--- src/rtl/boot_seq_pkg.sv ---
// Shared types for the boot strap sampler and core reset sequencer.
// Assumes a 2-bit boot-mode strap code.
package boot_seq_pkg;

    localparam int MODE_W = 2;

    typedef enum logic [MODE_W-1:0] {
        BOOT_HOST  = 2'b00,
        BOOT_ROM8  = 2'b01,
        BOOT_ROM16 = 2'b10,
        BOOT_ROM32 = 2'b11
    } boot_sel_e;

    typedef enum logic [1:0] {
        SEQ_LAUNCH    = 2'b00,
        SEQ_HOST_WAIT = 2'b01,
        SEQ_COPY_WAIT = 2'b10,
        SEQ_RUN       = 2'b11
    } seq_state_e;

    localparam logic [1:0] WIDTH_NONE = 2'b11;

endpackage

--- src/rtl/strap_latch.sv ---
// Strap capture register. It loads its input on every clock edge at which
// the active-low reset is low and holds the value while reset is high.
// Assumes the straps are stable around the reset release edge.
module strap_latch #(
    parameter int W = 4
) (
    input  logic         clk,
    input  logic         rst_pin_n,
    input  logic [W-1:0] strap_in,
    output logic [W-1:0] strap_q
);

    // Track straps during reset, freeze them afterwards.
    always_ff @(posedge clk) begin
        if (!rst_pin_n) begin
            strap_q <= strap_in;
        end
    end

endmodule

--- src/rtl/boot_mode_decode.sv ---
// Combinational decode of the captured boot-mode code into a flow select
// (host-port or ROM) and the ROM access width as log2 bytes.
// Assumes the code comes from the strap latch.
module boot_mode_decode
    import boot_seq_pkg::*;
(
    input  logic [MODE_W-1:0] mode_code,
    output logic              is_host,
    output logic [1:0]        copy_width
);

    // Map each mode code to its flow and width.
    always_comb begin
        is_host    = 1'b0;
        copy_width = WIDTH_NONE;
        case (boot_sel_e'(mode_code))
            BOOT_HOST:  is_host    = 1'b1;
            BOOT_ROM8:  copy_width = 2'b00;
            BOOT_ROM16: copy_width = 2'b01;
            BOOT_ROM32: copy_width = 2'b10;
            default:    is_host    = 1'b1;
        endcase
    end

endmodule

--- src/rtl/core_release_seq.sv ---
// Release sequencer. After reset it either launches the ROM copy (with a
// one-cycle start pulse) or waits for a host start write, then releases
// the core and stays released until the next reset.
// Assumes is_host is stable while rst_n is high.
module core_release_seq
    import boot_seq_pkg::*;
(
    input  logic clk,
    input  logic rst_n,
    input  logic is_host,
    input  logic host_wr,
    input  logic host_start_bit,
    input  logic copy_done,
    output logic copy_start,
    output logic copy_busy,
    output logic core_rst_n
);

    seq_state_e state_q;
    logic       start_q;
    logic       host_go;

    // Host write with the start bit set.
    assign host_go = host_wr & host_start_bit;

    // Sequence state and start pulse register.
    always_ff @(posedge clk) begin
        if (!rst_n) begin
            state_q <= SEQ_LAUNCH;
            start_q <= 1'b0;
        end else begin
            start_q <= 1'b0;
            case (state_q)
                SEQ_LAUNCH: begin
                    if (is_host) begin
                        state_q <= host_go ? SEQ_RUN : SEQ_HOST_WAIT;
                    end else begin
                        state_q <= SEQ_COPY_WAIT;
                        start_q <= 1'b1;
                    end
                end
                SEQ_HOST_WAIT: if (host_go)   state_q <= SEQ_RUN;
                SEQ_COPY_WAIT: if (copy_done) state_q <= SEQ_RUN;
                default:       state_q <= SEQ_RUN;
            endcase
        end
    end

    // Outputs decoded from registered state.
    assign copy_start = start_q;
    assign copy_busy  = (state_q == SEQ_COPY_WAIT);
    assign core_rst_n = (state_q == SEQ_RUN);

endmodule

--- src/rtl/boot_seq_top.sv ---
// Top of the boot strap sampler and core reset sequencer. It captures the
// straps during device reset, decodes the boot mode and holds the core in
// reset until its boot event.
// Assumes rst_pin_n is already synchronised to clk.
module boot_seq_top
    import boot_seq_pkg::*;
(
    input  logic              clk,
    input  logic              rst_pin_n,
    input  logic [MODE_W-1:0] strap_mode,
    input  logic              strap_endian,
    input  logic              strap_clkmul,
    input  logic              host_wr,
    input  logic              host_start_bit,
    input  logic              copy_done,
    output logic              endian_le,
    output logic              pll_mul4,
    output logic              copy_start,
    output logic [1:0]        copy_width,
    output logic              core_rst_n
);

    localparam int STRAP_W = MODE_W + 2;

    logic [STRAP_W-1:0] straps_q;
    logic               is_host;
    logic               copy_busy;

    strap_latch #(.W(STRAP_W)) strap_i (
        .clk       (clk),
        .rst_pin_n (rst_pin_n),
        .strap_in  ({strap_mode, strap_endian, strap_clkmul}),
        .strap_q   (straps_q)
    );

    boot_mode_decode dec_i (
        .mode_code  (straps_q[STRAP_W-1 -: MODE_W]),
        .is_host    (is_host),
        .copy_width (copy_width)
    );

    core_release_seq seq_i (
        .clk            (clk),
        .rst_n          (rst_pin_n),
        .is_host        (is_host),
        .host_wr        (host_wr),
        .host_start_bit (host_start_bit),
        .copy_done      (copy_done),
        .copy_start     (copy_start),
        .copy_busy      (copy_busy),
        .core_rst_n     (core_rst_n)
    );

    assign endian_le = straps_q[1];
    assign pll_mul4  = straps_q[0];

endmodule

--- config.mk ---
export PLATFORM = sky130hd
export DESIGN_NAME = boot_seq_top
export DESIGN_NICKNAME = d
export VERILOG_FILES = /design/src/rtl/boot_seq_pkg.sv /design/src/rtl/strap_latch.sv /design/src/rtl/boot_mode_decode.sv /design/src/rtl/core_release_seq.sv /design/src/rtl/boot_seq_top.sv
export SDC_FILE = /design/constraint.sdc
export NUM_CORES = 1
export LEC_CHECK = 0
export BUFFER_PORTS_ARGS = -buffer_cell sky130_fd_sc_hd__buf_4
export CORE_AREA = 2 2 39 41
export DETAILED_ROUTE_END_ITERATION = 10
export DIE_AREA = 0 0 41 43
export SLEW_MARGIN = 10
export SYNTH_ARGS = -nofsm -noshare
export SYNTH_HDL_FRONTEND = slang
export SYNTH_SLANG_ARGS = --single-unit
--- constraint.sdc ---
create_clock -name clk -period 1.79 [get_ports clk]
set_input_delay 0.0895 -clock clk [delete_from_list [all_inputs] [get_ports clk]]
set_output_delay 0.0895 -clock clk [all_outputs]
set_load 0.01 [all_outputs]
=== After elaboration in Yosys (flattened, before gate mapping) ===
Cells that the tools add are included.

* Add/sub/neg operators: 0
* $mul: 0
* Divide/modulo/power cells: 0
* $lt $le $gt $ge: 0
* Eq/ne operators: 8
* Shift-type cells: 0
* Multiplexer cells: 8
* Bitwise operators: 1
* Reductions and logical operators: 4

{| class="wikitable"
|+ Operators by type and width
! kind !! number
|-
| 2-bit one-hot mux with 3 select lines || 2
|-
| 2-bit == test, second input constant || 4
|-
| 2-bit two-way mux || 4
|-
| 2-bit by 1-bit == test with 1-bit output, second input constant || 2
|-
| 2-bit logical NOT || 2
|-
| 2-bit AND reduction || 2
|-
| 1-bit two-way mux || 2
|-
| 2-bit by 1-bit inequality test with 1-bit output, second input constant || 1
|-
| 2-bit inequality test, second input constant || 1
|-
| 1-bit AND || 1
|}

* Register bits after elaboration: 7
* Latch bits: 0
* Memory bits (writable): 0
* Bits in read-only memories: 0
* Bits of input ports: 9
* Output and inout port bits: 6
* Logic and storage cells: 24
* Memories: 0

=== Longest topological paths before layout ===
* Depth in word-level cells: 4
* Depth in mapped cells: 4

=== Modules after synthesis ===
From an unflattened synthesis, not the netlist that was laid out.

* Cell total of the unflattened synthesis: 21
* Area, all modules: 284.0 µm²

{| class="wikitable"
|+ Modules (own cells, without submodules)
! module !! instances !! cells an instance !! area each (µm²) !! sequential area each (µm²)
|-
| strap_latch || 1 || 5 || 123.9 || 120.1
|-
| core_release_seq || 1 || 10 || 117.6 || 60.1
|-
| boot_mode_decode || 1 || 6 || 42.5 || 0.0
|}

=== Worst setup path before layout ===
No wires, ideal clock.

* Kind: register to register
* Start: register strap_i.strap_q[3]
* End: register seq_i.state_q[1]
* Library setup time: 115 ps
* Data arrival time: 830 ps
* Required time: 1675 ps
* Slack: 846 ps
* Cell stages (with the launch flop): 5
* Path buffers: 0
* Period minus slack after synthesis: 944 ps
* Path through: edfxtp_1 > inv_1 > ha_1 > o2bb2ai_1 > o21a_1

* Longest elaborated chain between the ends: 4

{| class="wikitable"
|+ Ends and longest elaborated chain
! element !! RTL line !! text
|-
| from (decl) || strap_latch.sv:10 || <nowiki>output logic [W-1:0] strap_q</nowiki>
|-
| from (signal assigned) || strap_latch.sv:16 || <nowiki>strap_q <= strap_in;</nowiki>
|-
| 2-bit logical NOT || boot_mode_decode.sv:16 || <nowiki>case (boot_sel_e'(mode_code))</nowiki>
|-
| 1-bit two-way mux || boot_mode_decode.sv:16 ||
|-
| 2-bit two-way mux || core_release_seq.sv:35 || <nowiki>if (is_host) begin</nowiki>
|-
| 2-bit one-hot mux with 3 select lines || core_release_seq.sv:33 || <nowiki>case (state_q)</nowiki>
|-
| to (signal assigned) || core_release_seq.sv:36 || <nowiki>state_q <= host_go ? SEQ_RUN : SEQ_HOST_WAIT;</nowiki>
|-
| to (decl) || core_release_seq.sv:19 || <nowiki>seq_state_e state_q;</nowiki>
|}

No other way between the ends.
A chain may end at the register's enable or synchronous reset.

=== Final worst setup path ===
* Start: register strap_i.strap_q[3]
* End: output port copy_width[0]

* Longest elaborated chain between the ends: 2

{| class="wikitable"
|+ Ends and longest elaborated chain
! element !! RTL line !! text
|-
| 2-bit == test / 2-bit by 1-bit == test with 1-bit output (equally long branches) || boot_mode_decode.sv:16 ||
|-
| 2-bit one-hot mux with 3 select lines (*) || boot_mode_decode.sv:16 ||
|-
| to (decl) || boot_seq_top.sv:19 || <nowiki>output logic [1:0] copy_width,</nowiki>
|}

Every way passes the cells marked *; elsewhere a longest branch is shown, timed or not.

==> run_results.csv <==
group,metric,value,unit
grt,antenna_found_initial,0,
placed_design,dp_cells,52,
cts,cts_setup_buffers,0,
route,dr.pass1.iters,3,
setup_path,critPathLaunchType,"flip-flop",
setup_path,arrival,1.24,ns
setup_path,cpPeakStageDelay,0.35,ns
cells_and_area,fillers,150,
timing,setup_tns,0,ns
floorplanning,die_w,41,um
power,max-vdd-ir-drop,0.0005488,V
setup_path,cpLargestDelayFamily,"flip-flops",
floorplanning,initial_utilization,0.2080,
timing,fmax,0.7549,GHz
yosys,synth_cells,22,
route,drt_iter0_drc,2,
cells_and_area,stdcell_count,56,
run_status,status,"complete, no violations",
power,powerDensity,893.5,nW/um^2
timing,holdWs,0.02124,ns
setup_path,critical_path_class,"flip-flop to output port",
yosys,yosys_warnings,0,
floorplanning,die-area,1763,um^2
grt,track_usage,0.06491,
timing,fin_skew,0.0006117,ns
timing,min_period,1.325,ns
cells_and_area,drive_gt1_frac,0.4750,
cts,ctsResizeCount,0,
timing,maxSlewViolCount,0,
route,ant_nets,0,
cts,htreeDepth,1,
setup_path,cp.required,1.70,ns
timing,period_share,0.7401,
cells_and_area,multi_input_area,88.84,um^2
cts,clk_pin_slew,0.05,ns
setup_path,crit_buf_inv,2,
cts,clock_latency,0.24,ns
setup_path,end_kind,"output port",
floorplanning,pin_count,15,
yosys,syn_area,287.8,um^2
timing,finalSetupViolCount,0,
placed_design,place_congestion,0.6031,
timing,max-slew-margin-rel,0.8526,
setup_path,crit_slowest_cell,"edfxtp_1",
timing,finalHoldViolCount,0,
route,wl_per_cell,8.536,um
yosys,ys_types,11,
floorplanning,coreArea,1384,um^2
grt,globalRouteOverflowTotal,0,
route,vias,207,
placed_design,dp_slack,0.7158,ns
yosys,yosysSeqAreaShare,0.6261,
cells_and_area,fin_nets,53,
cells_and_area,diodes,0,
yosys,synth_seq_cells,7,
grt,grt_pass1_vias,182,
route,vias_per_cell,3.696,
grt,grt_max_degree,7,
floorplanning,rows,14,
timing,worst_pin_slew,0.2209,ns
power,leakage,0.0002137,uW
cells_and_area,area_delta_synth_final,52.61,%
cts,cts_tree,"done",
setup_path,cp_max_fo,2,
cells_and_area,register_area,180.2,um^2
grt,grt_pass1_wl,710,um
cts,cts_sinks,7,
timing,worst_slack,0.4653,ns
yosys,postSynthAreaPerCell,13.08,um^2
floorplanning,die_h,43,um
yosys,synth_nets,34,
cts,numCtsBuffers,3,
cts,clk_path_buf_depth,2,
job,cap_violations,0,
setup_path,path_cells,"inv_1, ha_1, or2_2, buf_4",
worst_hold_path,hp-class,"primary input to flip-flop",
route,finalWirelength,478,um
route,drc_errors,0,
placed_design,port_buffers,14,
cts,root_buffer,"clkbuf_4",
timing,rsz0062_at_grt,"no",
cts,holdBufCountCts,0,
-- cells in the final DEF, fill, tap and decap left out --
cell        n
buf_4      14
inv_1       5
edfxtp_1    4
ha_1        3
clkbuf_4    3
dfxtp_1     3
and2_2      1
nor4_1      1
mux2i_1     1
a21oi_1     1
o2bb2ai_1   1
o21a_1      1
or2_2       1
clkbuf_1    1
-- synthesized netlist by cell type (all sizes together) --
cell type	instances	area, um^2
and2	1	7.510
ha	3	37.54
nor4	1	6.260
mux2i	1	10.01
or2	1	6.260
o21a	1	7.510
edfxtp	4	120.1
dfxtp	3	60.06
inv	5	18.77
o2bb2ai	1	8.760
a21oi	1	5.000
-- per-stage QoR --
step / total power, uW / util / instance area, um^2
global route: 418.9 / 0.3174 / 439.2
finish: 392.4 / 0.3174 / 439.2
detailed placement: 260.2 / 0.2984 / 412.9
global placement: 259.6 / 0.2984 / 412.9
CTS: 402.1 / 0.3174 / 439.2
floorplan: 222.7 / - / 287.8
-- state kept, by name, summed over array words and instances (netlist names) --
register	count
seq_i.state_q	2
strap_i.strap_q	4
seq_i.copy_start	1
-- logic make-up after synthesis --
family,after synthesis,synth area share
and+or+nand+nor,3,0.06960
buffers and inverters,5,0.06522
adders and majority gates,3,0.1304
AOI/OAI and AO/OA,3,0.07391
muxes,1,0.03478
DFF,7,0.6261
-- path summary, 6_finish.rpt --
path              cells after the start          startpoint                  to  slack [ns]
setup / recovery                      4  strap_i.strap_q[3]       copy_width[0]        0.47
hold / removal                        1       strap_mode[1]  strap_i.strap_q[3]        0.02
setup reg to reg                      4  strap_i.strap_q[2]    seq_i.state_q[1]        0.74
hold reg to reg                       2    seq_i.state_q[0]    seq_i.state_q[0]        0.48
-- metal layers --
layer  GRT usage  up-vias  wire length, um
li1            -      108                -
met1     0.06977       89              204
met2     0.08750       10              240
met3     0.03141        0               33
met4     0.06000        0                0
met5           0        -                0
-- power by group --
part	switching [uW]	internal (uW)	total, uW
registers	7.52	185	193
clock network	50.9	84.6	136
logic	26.1	38.0	64.1
-- area by class of cell --
type                       count  area share
multi-input combinational     10      0.2023
timing repair buffer          14      0.2393
sequential                     7      0.4103
clock buffer                   4     0.05983
inverter                       5     0.04274
tap                           16     0.04558
(Power assumes the default switching activity.)
